==> config.mk <==
export PLATFORM = sky130hd
export DESIGN_NAME = apd_ctrl
export DESIGN_NICKNAME = d
export VERILOG_FILES = /design/src/rtl/apd_pkg.sv /design/src/rtl/apd_regs.sv /design/src/rtl/apd_idle.sv /design/src/rtl/apd_hold_gate.sv /design/src/rtl/apd_ctrl.sv
export SDC_FILE = /design/constraint.sdc
export NUM_CORES = 1
export LEC_CHECK = 0
export ABC_AREA = 1
export BUFFER_PORTS_ARGS = -buffer_cell sky130_fd_sc_hd__buf_2
export CAP_MARGIN = 20
export CELL_PAD_IN_SITES_DETAIL_PLACEMENT = 1
export CELL_PAD_IN_SITES_GLOBAL_PLACEMENT = 1
export CORE_MARGIN = 5
export CORE_UTILIZATION = 38
export CTS_CLUSTER_DIAMETER = 30
export CTS_CLUSTER_SIZE = 14
export DETAILED_ROUTE_END_ITERATION = 8
export PLACE_DENSITY = 0.85
export SYNTH_ARGS = -nofsm -noshare
export SYNTH_HDL_FRONTEND = slang
export SYNTH_SLANG_ARGS = --single-unit
export TNS_END_PERCENT = 1
==> constraint.sdc <==
create_clock -name clk_i -period 2.44 [get_ports clk_i]
set_clock_uncertainty 0.2 [all_clocks]
set_input_delay 0.366 -clock clk_i [delete_from_list [all_inputs] [get_ports clk_i]]
set_output_delay 0.366 -clock clk_i [all_outputs]
set_load 0.01 [all_outputs]
==> src/rtl/apd_pkg.sv <==
package apd_pkg;
  typedef enum logic [1:0] {
    REG_MODE  = 2'd0,
    REG_IDLE  = 2'd1,
    REG_MASK  = 2'd2,
    REG_SPARE = 2'd3
  } apd_reg_e;

  localparam int unsigned TURBO_OFF_BIT = 0;
endpackage

==> src/rtl/apd_regs.sv <==
module apd_regs
  import apd_pkg::*;
#(
  parameter int unsigned REG_W = 8,
  parameter int unsigned TMR_W = 4,
  parameter int unsigned BLK_W = 8
) (
  input  logic             clk_i,
  input  logic             rst_ni,
  input  logic             we_i,
  input  logic [1:0]       addr_i,
  input  logic [REG_W-1:0] wdata_i,
  output logic             turbo_off_o,
  output logic [TMR_W-1:0] idle_lim_o,
  output logic [BLK_W-1:0] mask_o
);
  logic unused_wdata;
  assign unused_wdata = ^wdata_i;

  always_ff @(posedge clk_i or negedge rst_ni) begin
    if (!rst_ni) begin
      turbo_off_o <= 1'b0;
      idle_lim_o  <= '0;
      mask_o      <= '0;
    end else if (we_i) begin
      unique case (apd_reg_e'(addr_i))
        REG_MODE:  turbo_off_o <= wdata_i[TURBO_OFF_BIT];
        REG_IDLE:  idle_lim_o  <= wdata_i[TMR_W-1:0];
        REG_MASK:  mask_o      <= wdata_i[BLK_W-1:0];
        default:   ;
      endcase
    end
  end
endmodule

==> src/rtl/apd_idle.sv <==
module apd_idle #(
  parameter int unsigned TMR_W    = 4,
  parameter int unsigned TICK_DIV = 16
) (
  input  logic             clk_i,
  input  logic             rst_ni,
  input  logic             ale_i,
  input  logic [TMR_W-1:0] idle_lim_i,
  output logic             pdn_o
);
  localparam int unsigned PRE_W = (TICK_DIV > 1) ? $clog2(TICK_DIV) : 1;
  localparam logic [PRE_W-1:0] PRE_MAX = PRE_W'(TICK_DIV - 1);

  logic             ale_q;
  logic             strobe_edge;
  logic [PRE_W-1:0] pre_q;
  logic             tick;
  logic [TMR_W-1:0] cnt_q;
  logic [TMR_W:0]   cnt_inc;

  assign strobe_edge = ale_i & ~ale_q;
  assign tick        = (pre_q == PRE_MAX);
  assign cnt_inc     = {1'b0, cnt_q} + 1'b1;

  always_ff @(posedge clk_i or negedge rst_ni) begin
    if (!rst_ni) ale_q <= 1'b0;
    else         ale_q <= ale_i;
  end

  always_ff @(posedge clk_i or negedge rst_ni) begin
    if (!rst_ni)                  pre_q <= '0;
    else if (strobe_edge || tick) pre_q <= '0;
    else                          pre_q <= pre_q + 1'b1;
  end

  // strobe edge wins over expiry; wake and restart share the same edge
  always_ff @(posedge clk_i or negedge rst_ni) begin
    if (!rst_ni) begin
      cnt_q <= '0;
      pdn_o <= 1'b0;
    end else if (strobe_edge) begin
      cnt_q <= '0;
      pdn_o <= 1'b0;
    end else if (!pdn_o && (idle_lim_i != '0) && tick) begin
      if (cnt_inc >= {1'b0, idle_lim_i}) pdn_o <= 1'b1;
      else                               cnt_q <= cnt_inc[TMR_W-1:0];
    end
  end
endmodule

==> src/rtl/apd_hold_gate.sv <==
module apd_hold_gate #(
  parameter int unsigned W = 8
) (
  input  logic         clk_i,
  input  logic         rst_ni,
  input  logic [W-1:0] in_i,
  input  logic [W-1:0] block_i,
  output logic [W-1:0] out_o
);
  logic [W-1:0] hold_q;

  for (genvar g = 0; g < W; g++) begin : g_bit
    always_ff @(posedge clk_i or negedge rst_ni) begin
      if (!rst_ni)          hold_q[g] <= 1'b0;
      else if (!block_i[g]) hold_q[g] <= in_i[g];
    end
    assign out_o[g] = block_i[g] ? hold_q[g] : in_i[g];
  end
endmodule

==> src/rtl/apd_ctrl.sv <==
module apd_ctrl #(
  parameter int unsigned AD_W     = 8,
  parameter int unsigned BLK_W    = 8,
  parameter int unsigned NUM_MEM  = 3,
  parameter int unsigned REG_W    = 8,
  parameter int unsigned TMR_W    = 4,
  parameter int unsigned TICK_DIV = 16
) (
  input  logic               clk_i,
  input  logic               rst_ni,
  input  logic               ale_i,
  input  logic [AD_W-1:0]    ad_i,
  input  logic [BLK_W-1:0]   pld_in_i,
  input  logic [NUM_MEM-1:0] mem_sel_i,
  input  logic               csn_i,
  input  logic               reg_we_i,
  input  logic [1:0]         reg_addr_i,
  input  logic [REG_W-1:0]   reg_wdata_i,
  output logic [AD_W-1:0]    ad_o,
  output logic [BLK_W-1:0]   pld_in_o,
  output logic [NUM_MEM-1:0] mem_sel_o,
  output logic               turbo_en_o,
  output logic               pdn_o
);
  logic             turbo_off;
  logic [TMR_W-1:0] idle_lim;
  logic [BLK_W-1:0] mask;
  logic             pdn;

  apd_regs #(.REG_W(REG_W), .TMR_W(TMR_W), .BLK_W(BLK_W)) u_regs (
    .clk_i       (clk_i),
    .rst_ni      (rst_ni),
    .we_i        (reg_we_i),
    .addr_i      (reg_addr_i),
    .wdata_i     (reg_wdata_i),
    .turbo_off_o (turbo_off),
    .idle_lim_o  (idle_lim),
    .mask_o      (mask)
  );

  apd_idle #(.TMR_W(TMR_W), .TICK_DIV(TICK_DIV)) u_idle (
    .clk_i      (clk_i),
    .rst_ni     (rst_ni),
    .ale_i      (ale_i),
    .idle_lim_i (idle_lim),
    .pdn_o      (pdn)
  );

  apd_hold_gate #(.W(AD_W)) u_ad_gate (
    .clk_i   (clk_i),
    .rst_ni  (rst_ni),
    .in_i    (ad_i),
    .block_i ({AD_W{pdn}}),
    .out_o   (ad_o)
  );

  apd_hold_gate #(.W(BLK_W)) u_pld_gate (
    .clk_i   (clk_i),
    .rst_ni  (rst_ni),
    .in_i    (pld_in_i),
    .block_i (mask),
    .out_o   (pld_in_o)
  );

  assign mem_sel_o  = mem_sel_i & {NUM_MEM{~pdn & ~csn_i}};
  assign turbo_en_o = ~turbo_off;
  assign pdn_o      = pdn;
endmodule

# Word-level counts from Yosys, hierarchy flattened

Cells that the tools add are included.

Output and inout port bits: 21
Word-level logic and storage cells: 73
Bits in registers: 39

Reductions and logical operators: 13
Muxes and demuxes: 23
Magnitude comparators: 1
Bitwise logic cells: 7
Add/subtract/negate cells: 2
Eq/ne operators: 4

Operators with widths:

| operator              | count |
|---|---|
| $mux W1               | 19 |
| $mux W4               | 4 |
| $reduce_and A2 Y1     | 5 |
| $add A4 B1 Y5 const B | 1 |
| $ge A5 B4 Y1          | 1 |
| $add A4 B1 Y4 const B | 1 |
| $eq A4 B4 Y1 const B  | 1 |
| $not A1 Y1            | 4 |
| $reduce_bool A2 Y1    | 2 |
| $reduce_bool A4 Y1    | 1 |
| $and A3 B3 Y3         | 1 |
| $and A1 B1 Y1         | 2 |
| $eq A2 B1 Y1 const B  | 1 |
| $eq A2 B2 Y1 const B  | 1 |
| $logic_and A1 B1 Y1   | 2 |
| $logic_not A2 Y1      | 1 |
| $ne A2 B1 Y1 const B  | 1 |
| $logic_not A1 Y1      | 1 |
| $logic_or A1 B1 Y1    | 1 |

# Logic depth before layout (Yosys ltp)

Gate-level depths: netlist of run 1.

Depth in word-level cells: 5
Gate-level depth with buffers: 13

# By module

From an unflattened synthesis of run 1, not the netlist that was laid out.

Cell total of the unflattened synthesis: 228
Area total of the unflattened synthesis: 1884.3 um^2

Modules (own cells, without submodules):

| module        | area an instance (um^2) | cells an instance | times used | sequential area each (um^2) |
|---|---|---|---|---|
| apd_hold_gate | 320.3                   | 40                | 2          | 200.2 |
| apd_idle      | 639.4                   | 77                | 1          | 250.2 |
| apd_regs      | 564.3                   | 61                | 1          | 325.3 |
| apd_ctrl      | 40.0                    | 10                | 1          | 0.0 |

# Least setup slack after synthesis of run 1

OpenSTA, ideal clock, no wires.

Path type: flip-flop to flip-flop
Start point: reg u_idle.cnt_q[0]
End point: reg u_idle.cnt_q[1]
Setup time: 0.117 ns
Cell stages (with the launch flop): 14
Arrival time: 1.635 ns
Slack: 0.487 ns
Clock period less this slack: 1.953 ns
Cell sequence: dfrtp_1 ha_1 xnor2_1 inv_1 ha_1 nand2_1 inv_1 nand2_1 nand2_1 nand2_1 nand2_1 nand2_2 nand3_1 nand2_1

Word-level cells in the longest chain between the ends: 4
Elaborated cells between the ends (all ways): 7

RTL lines:

| element                                                       | line           | RTL |
|---|---|---|
| start, declared                                               | apd_idle.sv:18 | `logic [TMR_W-1:0] cnt_q;` |
| start signal, assigned                                        | apd_idle.sv:46 | `else cnt_q <= cnt_inc[TMR_W-1:0];` |
| $add A4 B1 Y5 (*)                                             | apd_idle.sv:23 | `assign cnt_inc = {1'b0, cnt_q} + 1'b1;` |
| $ge A5 B4 Y1 / $mux W4 (equally long branches)                | apd_idle.sv:45 | `if (cnt_inc >= {1'b0, idle_lim_i}) pdn_o <= 1'b1;` |
| $ne A2 B1 Y1 (no line) / $mux W4 (equally long branches)      | -              |  |
| $reduce_and A2 Y1 (no line) / $mux W4 (equally long branches) | -              |  |

Mark *: on every way between the ends. The rest lies on a longest branch, timed or not. The select of a mux whose other input is x is not followed.
A chain may end at the register's enable or synchronous reset.

# Worst setup path after layout of run 1

Ends and elaborated chain as after synthesis.

==> results.json, run 1 <==
{
  "status": "finished, final reports clean",
  "num-fill-cells": 510,
  "wirelength_um": 4101,
  "final.setup.worst_slack_ns": 0.2560,
  "synth-compound-area-share": 0.03412,
  "p_int_mw": 1.288,
  "synthTopCellsByCount": "39 x dfrtp_1, 23 x nand2_1, 22 x inv_1",
  "drt-pass1-iter-count": 4,
  "synth-xor-area-share": 0.01493,
  "routabilityCongestion": 0.7976,
  "critPathArrivalTime_ns": 2.16,
  "cts_made_buffers": 5,
  "syn-num-nets": 203,
  "synth_top_area_cell": "dfrtp_1",
  "period_minus_slack_ns": 2.184,
  "syn2layout_area_growth_pct": 24.09,
  "port_buffers": 54,
  "hold_depth": 2,
  "clock_path_buffers": 2,
  "grt.total_usage": 0.1445,
  "ant_nets": 0,
  "crit_required_ns": 2.42,
  "comb_power_share": 0.314,
  "finalSetupViolations": 0,
  "setup.worst_path.start_class": "flip-flop",
  "grt_pass1_vias": 1490,
  "ys_ff_latch": 39,
  "total_power_mw": 1.958,
  "die_h_um": 78.07,
  "worst_pin_slew_ns": 0.8554,
  "cts-resized-gates": 0,
  "root_buffer": "clkbuf_8",
  "p_sw_frac": 0.3421,
  "cp-end-kind": "flip-flop",
  "insertion_delay_ns": 0.29,
  "synth_cell_types": 22,
  "cts_hold_buffers": 2,
  "grt_max_degree": 40,
  "ys_warn_count": 0,
  "cts_tree": "yes",
  "die_area_mm2": 0.006094,
  "fin_area_mm2": 0.002185,
  "fin_util": 0.4949,
  "antenna_found_initial": 0,
  "critPathMaxFanout": 5,
  "synth_edf_count": 0,
  "start_util": 0.3988,
  "core-area_mm2": 0.004414,
  "worst_hold_slack_ns": 0.1077,
  "pwr-share-clk": 0.217,
  "rsz0062_at_grt": "false",
  "max-slew-margin-rel": 0.4297,
  "finalHoldViolations": 0,
  "pre_cts_ws_ns": 0.2760,
  "path_clk_slew_ns": 0.08,
  "fin_setup_tns_ns": 0,
  "reg2reg_depth": 13,
  "yosysMostFrequentCell": "dfrtp_1",
  "syn_area_mm2": 0.001760,
  "rows": 24,
  "synth-seq-area-share": 0.5544,
  "p_switching_mw": 0.6699,
  "seqPwrFrac": 0.469,
  "regArea_um2": 975.9,
  "fmax_mhz": 457.9,
  "synthAdderAreaFrac": 0.04264,
  "die_w_um": 78.07,
  "grt_pass1_wl_um": 7107,
  "h-tree-depth": 2,
  "multiInputGateArea_um2": 681.9,
  "drive_gt1_frac": 0.4044,
  "vias": 1307,
  "muxShareOfSynthArea": 0.1322,
  "finalCritPeriodShare": 0.8951,
  "ys.flop_type": "dfrtp_1",
  "synthSimpleGateAreaFrac": 0.1635,
  "routed_via_density": 4.718,
  "place_hpwl_um": 3224,
  "place_inst": 267,
  "syn_avg_cell_area_um2": 10.80,
  "synth_top_area_frac": 0.5544,
  "finalNonFillerCells": 277,
  "nNetsFinal": 264,
  "p_leak_nw": 1.165,
  "drtIter0Drc": 45,
  "maxSlewViolCount": 0,
  "synth_top_family_by_area": "simple AND/OR/NAND/NOR gates",
  "grt_overflow": 0,
  "power_density_mw_per_mm2": 896.4,
  "hp-class": "input port to flip-flop",
  "post_dp_cell_area_mm2": 0.002079,
  "peakVddDrop_v": 0.0004936,
  "wl_per_cell_um": 14.81,
  "cts_sinks": 39,
  "io_pins": 55,
  "maxCapViolations": 0,
  "syn_inst": 163,
  "synthArstFlopShare": 1.000,
  "drc_errors": 0,
  "antennaDiodeCount": 0,
  "crit_type": "flip-flop to flip-flop",
  "cts_setup_buffers": 0,
  "yosys-top-cells-area": "dfrtp_1 55%, mux2_2 12%, nand2_1 4.9%, inv_1 4.7%, ha_1 4.3%"
}
-- final timing paths --
check / endpoint / slack [ns] / startpoint
worst min-delay path: u_regs.mask_o[7] / 0.11 / reg_wdata_i[7]
worst max register to register: u_idle.cnt_q[1] / 0.26 / u_idle.cnt_q[0]
min in group asynchronous: u_pld_gate.hold_q[7] / 0.53 / rst_ni
worst min register to register: u_idle.pre_q[0] / 0.29 / u_idle.pre_q[0]
worst max-delay path: u_idle.cnt_q[1] / 0.26 / u_idle.cnt_q[0]
max in group asynchronous: u_regs.mask_o[5] / 0.98 / rst_ni
-- layout by cell type, fill, tap and decap left out, drive strengths merged, types with 6 or more instances in the layout --
| cell | n |
|---|---|
| clkbuf | 6 |
| o21ai | 10 |
| buf | 54 |
| inv | 23 |
| nand2 | 26 |
| nor2 | 13 |
| nand3 | 18 |
| ha | 6 |
| dfrtp | 39 |
| mux2 | 20 |
-- cells by family (layout without fill, tap and decap cells) --
family,after synthesis,after routing
and+or+nand+nor,58,58
DFF,39,39
buffers and inverters,25,87
muxes,20,20
AOI/OAI and AO/OA,12,12
adders and majority gates,6,6
xor gates and xnor gates,3,3
-- power by group through the flow --
stage               Clock [mW]  Sequential (mW)  Combinational (mW)
global route             0.474            0.939               0.695
global placement             0            0.919               0.585
floorplan                    0            0.880               0.439
detailed placement           0            0.933               0.621
CTS                      0.447            0.922               0.626
finish                   0.424            0.918               0.615
-- worst max-delay path, stage by stage, from the launching register on --
cell	delay, ns
dfrtp_1	0.44
ha_1	0.25
xnor2_1	0.20
inv_1	0.07
ha_1	0.29
nand2_1	0.06
inv_1	0.05
nand2_1	0.04
nand2_1	0.06
nand2_1	0.09
nand2_1	0.11
nand2_2	0.08
nand3_1	0.08
nand2_1	0.06
-- sequential cells by signal, indices dropped and copies added (netlist names) --
name and cells:
u_regs.idle_lim_o 4, u_idle.pre_q 4, u_regs.mask_o 8, u_idle.cnt_q 4
u_regs.turbo_off_o 1, u_pld_gate.hold_q 8, u_idle.pdn_o 1, u_idle.ale_q 1
u_ad_gate.hold_q 8
-- metal layers --
metal / track usage / up-vias / part of all wire
met2: 0.2666 / 31 / 0.55
met3: 0.04119 / 3 / 0.045
li1: - / 644 / -
met1: 0.1602 / 629 / 0.40
met4: 0.04054 / 0 / 0.011
met5: 0 / - / 0
-- layout make-up --
cell class,instances,area share
flip-flops and latches,39,0.4467
clock buffers,6,0.03322
clock inverters,2,0.005727
well taps,52,0.02978
multi-input cells,99,0.3121
inverters,23,0.03952
repair buffers,56,0.1329
(Power assumes the default switching activity.)
==> inputs of run 2 (changes only) <==
- PLACE_DENSITY: 0.85 -> 0.86
==> run 2 against run 1 <==
Against the previous run:
- the run now ends with hold timing left
- wire length down 3.2%
- clock power down 5.7%
- design area down 1.0%
- core utilization down 0.51 points
- critical path depth down 2
- via count down 0.69%
- combinational power down 2%
- register-to-register slack about the same
- die area unchanged
- critical path type unchanged
==> results.json, run 2 (same netlist as run 1, synthesis figures left out) <==
{
  "insertion_delay_ns": 0.29,
  "h-tree-depth": 2,
  "start_util": 0.3988,
  "cp-end-kind": "flip-flop",
  "grt_pass1_wl_um": 6803,
  "grt.total_usage": 0.1386,
  "crit_buf_inv": 1,
  "die_area_mm2": 0.006094,
  "clock_path_buffers": 2,
  "core-area_mm2": 0.004414,
  "r2r_slack_ns": 0.25,
  "io_pins": 55,
  "cts_setup_buffers": 0,
  "path_cells": "ha_1 -> xnor2_1 -> inv_1 -> ha_1 -> a21oi_1 -> nand2_1 -> nand2_1 -> nand2_1 -> nand2_2 -> nand3_1 -> nand2_1",
  "reg2reg_from": "u_idle.cnt_q[0]",
  "worst_hold_slack_ns": -0.01416,
  "fin_setup_tns_ns": 0,
  "routed_via_density": 4.737,
  "final_cell_mix": "54 x buf_2, 39 x dfrtp_1, 23 x nand2_1",
  "rsz0062_at_grt": "false",
  "grt_max_degree": 40,
  "wirelength_um": 3971,
  "cp_common_cell": "nand2_1",
  "total_power_mw": 1.924,
  "path_clk_slew_ns": 0.07,
  "largest_registers": "u_ad_gate.hold_q: 8 flops, u_pld_gate.hold_q: 8 flops, u_regs.mask_o: 8 flops",
  "antennaDiodeCount": 0,
  "cts-resized-gates": 0,
  "final.setup.worst_slack_ns": 0.2486,
  "routabilityCongestion": 0.7863,
  "port_buffers": 54,
  "finalHoldViolations": 39,
  "die_h_um": 78.07,
  "wl_per_cell_um": 14.49,
  "setup.worst_path.start_class": "flip-flop",
  "antenna_found_initial": 0,
  "critPathArrivalTime_ns": 2.22,
  "cts_tree": "yes",
  "drc_errors": 0,
  "root_buffer": "clkbuf_8",
  "slowest_delay_ns": 0.43,
  "fin_util": 0.4898,
  "status": "complete, but fails checks",
  "die_w_um": 78.07,
  "period_minus_slack_ns": 2.191,
  "finalCritPeriodShare": 0.8981,
  "crit_slowest_cell": "dfrtp_1",
  "drtIter0Drc": 30,
  "drive_gt1_frac": 0.4009,
  "fmax_mhz": 456.3,
  "power_density_mw_per_mm2": 890.1,
  "grt_pass1_vias": 1428,
  "hp-class": "input port to async pin",
  "maxCapViolations": 0,
  "pre_cts_ws_ns": 0.2646,
  "ant_nets": 0,
  "rr_endpoint": "u_idle.cnt_q[3]",
  "crit_required_ns": 2.46,
  "max-slew-margin-rel": 0.4314,
  "num-fill-cells": 491,
  "vias": 1298,
  "place_hpwl_um": 3160,
  "worst_pin_slew_ns": 0.8529,
  "nNetsFinal": 263,
  "p_leak_nw": 1.157,
  "violations": "hold timing",
  "critPathMaxFanout": 5,
  "grt_overflow": 0,
  "rows": 24,
  "peakVddDrop_v": 0.0004539,
  "cts_made_buffers": 5,
  "syn2layout_area_growth_pct": 22.81,
  "crit_family": "simple AND/OR/NAND/NOR gates",
  "crit_type": "flip-flop to flip-flop",
  "cts_sinks": 39,
  "finalSetupViolations": 0,
  "maxSlewViolCount": 0,
  "drt-pass1-iter-count": 3,
  "final_common_cell": "buf_2",
  "reg2reg_depth": 11
}
-- run 2: cell count changes in the layout (fill, tap and decap cells not counted), sizes merged --
| cell | previous run | this run |
|---|---|---|
| clkinv | 1 | 0 |
| dlygate4sd3 | 2 | 1 |
| clkinvlp | 1 | 0 |
-- run 2: where the power goes --
group	switching, mW	internal [mW]	total, mW	leakage (nW)
logic	0.316	0.289	0.604	0.644
registers	0.122	0.799	0.921	0.476
clock network	0.209	0.191	0.400	0.0371
-- run 2: worst register-to-register path: stages, from the launching register on --
cell     delay [ns]
dfrtp_1        0.43
ha_1           0.24
xnor2_1        0.19
inv_1          0.08
ha_1           0.30
a21oi_1        0.14
nand2_1        0.07
nand2_1        0.12
nand2_1        0.10
nand2_2        0.10
nand3_1        0.09
nand2_1        0.08
-- run 2: cell type report --
cell class | instances | area, um^2 | area share
flip-flops and latches | 39 | 975.9 | 0.4514
clock buffers | 6 | 72.57 | 0.03356
well taps | 52 | 65.06 | 0.03009
multi-input cells | 99 | 681.9 | 0.3154
inverters | 23 | 86.33 | 0.03993
repair buffers | 55 | 280.3 | 0.1296
-- run 2: metrics by stage --
| step | cells | instance area [um^2] | hold slack [ns] |
|---|---|---|---|
| floorplan | 163 | 1760 | -0.1296 |
| global placement | 267 | 2079 | 0.2543 |
| detailed placement | 267 | 2079 | 0.2599 |
| CTS | 274 | 2162 | 0.01157 |
| global route | 274 | 2162 | 0.04655 |
| finish | 274 | 2162 | -0.01416 |
-- run 2: worst max-delay path by stage --
stage                          from  depth (start not counted)  slack [ns]              end
finish              u_idle.cnt_q[0]                         11        0.25  u_idle.cnt_q[3]
global placement    u_idle.cnt_q[0]                         13        0.39  u_idle.cnt_q[3]
detailed placement  u_idle.cnt_q[0]                         11        0.26  u_idle.cnt_q[3]
CTS                 u_idle.cnt_q[0]                         11        0.23  u_idle.cnt_q[3]
floorplan           u_idle.cnt_q[0]                         13        0.49  u_idle.cnt_q[1]
global route        u_idle.cnt_q[0]                         11        0.06  u_idle.cnt_q[3]
-- run 2: what timing repair did --
action,in CTS,in global routing
hold buffers,1,0
endpoints found under the setup margin,0,0
endpoints found under the hold margin,1,0
-- run 2: metal layers --
metal / GRT usage / part of all wire / vias to the layer above / wire [um]
li1: - / - / 641 / -
met1: 0.1616 / 0.40 / 618 / 1584
met5: 0 / 0 / - / 0
met2: 0.2417 / 0.53 / 32 / 2119
met4: 0.03547 / 0.010 / 0 / 41
met3: 0.04920 / 0.057 / 7 / 226
==> inputs of run 3 (changes only) <==
- PLACE_DENSITY: 0.86 -> unset
- PLACE_DENSITY_LB_ADDON: unset -> 0.1
==> run 3 against run 2 <==
Against the previous run:
- the run now ends clean
- highest routed layer unchanged
- combinational power rose by 1%
- sequential share of layout area decreased by 0.69 points
- fmax down 0.41%
- count of clock-buffer cells in the layout down 1
- wire length up 2.3%
- sequential power is 0.4% lower
- non-clock buffer count increased by 2
- die area unchanged
- register-to-register slack about the same
- setup slack worse by 0.0091 ns
==> results.json, run 3 (same netlist as run 1, synthesis figures left out) <==
{
  "drc_errors": 0,
  "grt.total_usage": 0.1386,
  "wl_per_cell_um": 14.62,
  "port_buffers": 54,
  "die_w_um": 78.07,
  "clock_path_buffers": 2,
  "die_h_um": 78.07,
  "core-area_mm2": 0.004414,
  "path_cells": "ha_1 -> xnor2_1 -> inv_1 -> ha_1 -> a21oi_1 -> nand2_1 -> nand2_1 -> nand2_1 -> nand2_2 -> nand3_1 -> nand2_1",
  "critPathArrivalTime_ns": 2.23,
  "largest_registers": "u_ad_gate.hold_q: 8 flops, u_pld_gate.hold_q: 8 flops, u_regs.mask_o: 8 flops",
  "cts_made_buffers": 5,
  "fmax_mhz": 454.4,
  "maxCapViolations": 0,
  "pre_cts_ws_ns": 0.2544,
  "critPathMaxFanout": 5,
  "grt_max_degree": 40,
  "final_common_cell": "buf_2",
  "grt_pass1_wl_um": 6803,
  "finalSetupViolations": 0,
  "insertion_delay_ns": 0.28,
  "cp_common_cell": "nand2_1",
  "fin_setup_tns_ns": 0,
  "root_buffer": "clkbuf_8",
  "finalHoldViolations": 0,
  "final_cell_mix": "54 x buf_2, 39 x dfrtp_1, 23 x nand2_1",
  "crit_family": "simple AND/OR/NAND/NOR gates",
  "start_util": 0.3988,
  "io_pins": 55,
  "status": "finished, final reports clean",
  "nNetsFinal": 265,
  "peakVddDrop_v": 0.0004448,
  "routabilityCongestion": 0.6797,
  "max-slew-margin-rel": 0.6751,
  "antenna_found_initial": 0,
  "period_minus_slack_ns": 2.201,
  "wirelength_um": 4064,
  "power_density_mw_per_mm2": 889.4,
  "routed_via_density": 4.820,
  "total_power_mw": 1.953,
  "p_leak_nw": 1.169,
  "grt_overflow": 0,
  "cp-end-kind": "flip-flop",
  "drive_gt1_frac": 0.4115,
  "cts_sinks": 39,
  "crit_buf_inv": 1,
  "h-tree-depth": 2,
  "finalCritPeriodShare": 0.9019,
  "rsz0062_at_grt": "false",
  "vias": 1340,
  "worst_pin_slew_ns": 0.4873,
  "hp-class": "input port to flip-flop",
  "cts_setup_buffers": 0,
  "drtIter0Drc": 20,
  "syn2layout_area_growth_pct": 24.73,
  "crit_type": "flip-flop to flip-flop",
  "setup.worst_path.start_class": "flip-flop",
  "ant_nets": 0,
  "place_hpwl_um": 3261,
  "drt-pass1-iter-count": 4,
  "slowest_delay_ns": 0.44,
  "crit_slowest_cell": "dfrtp_1",
  "place_inst": 268,
  "finalNonFillerCells": 278,
  "crit_required_ns": 2.47,
  "grt_pass1_vias": 1529,
  "path_clk_slew_ns": 0.08,
  "die_area_mm2": 0.006094,
  "final.setup.worst_slack_ns": 0.2395,
  "antennaDiodeCount": 0,
  "rows": 24,
  "maxSlewViolCount": 0,
  "cts_tree": "yes"
}
[run 3: cell count changes in the layout (fill, tap and decap cells not counted)]
cell / delta
dlygate4sd3_1: +1
clkinvlp_4: +2
buf_4: +1
clkbuf_1: -1
clkinv_2: +1
[run 3: timing repair]
action	CTS	global route
gates resized for setup	0	0
hold buffers	2	0
endpoints found under the hold margin	40	0
[run 3: path summary, 6_finish.rpt]
| check | end | slack (ns) | startpoint | cells past startpoint |
|---|---|---|---|---|
| setup / recovery | u_idle.cnt_q[1] | 0.24 | u_idle.cnt_q[0] | 11 |
| hold / removal | u_regs.mask_o[6] | 0.10 | reg_wdata_i[6] | 2 |
| setup reg to reg | u_idle.cnt_q[1] | 0.24 | u_idle.cnt_q[0] | 11 |
| hold reg to reg | u_idle.pre_q[0] | 0.28 | u_idle.pre_q[0] | 1 |
| max in group asynchronous | u_ad_gate.hold_q[1] | 1.24 | rst_ni | 3 |
| min in group asynchronous | u_idle.cnt_q[1] | 0.46 | rst_ni | 3 |
[run 3: where the power goes]
| part | leakage, nW | total, mW | internal (mW) | switching (mW) |
|---|---|---|---|---|
| registers | 0.476 | 0.917 | 0.799 | 0.118 |
| clock network | 0.0402 | 0.426 | 0.199 | 0.227 |
| logic | 0.653 | 0.610 | 0.290 | 0.321 |
| total | 1.17 | 1.95 | 1.29 | 0.666 |
[run 3: metal layers]
layer,global-route usage,wire length (um),part of all wire
met1,0.1505,1590,0.39
met2,0.2608,2257,0.56
met3,0.03547,156,0.038
met4,0.04223,60,0.015
met5,0,0,0
[run 3: per-stage QoR]
step / hold WS, ns / util / cell area [um^2]
2_1_floorplan: -0.1296 / - / 1760
3_3_place_gp: 0.2468 / 0.4728 / 2087
3_5_place_dp: 0.2513 / 0.4728 / 2087
4_1_cts: 0.09359 / 0.4974 / 2196
5_1_grt: 0.09782 / 0.4974 / 2196
6_report: 0.1043 / 0.4974 / 2196
[run 3: final cells by class]
class	count	area, um^2
clock inverters	3	20.02
clock buffers	5	68.82
multi-input cells	99	681.9
well taps	52	65.06
inverters	23	86.33
flip-flops and latches	39	975.9
repair buffers	57	297.8
fillers	511	2218
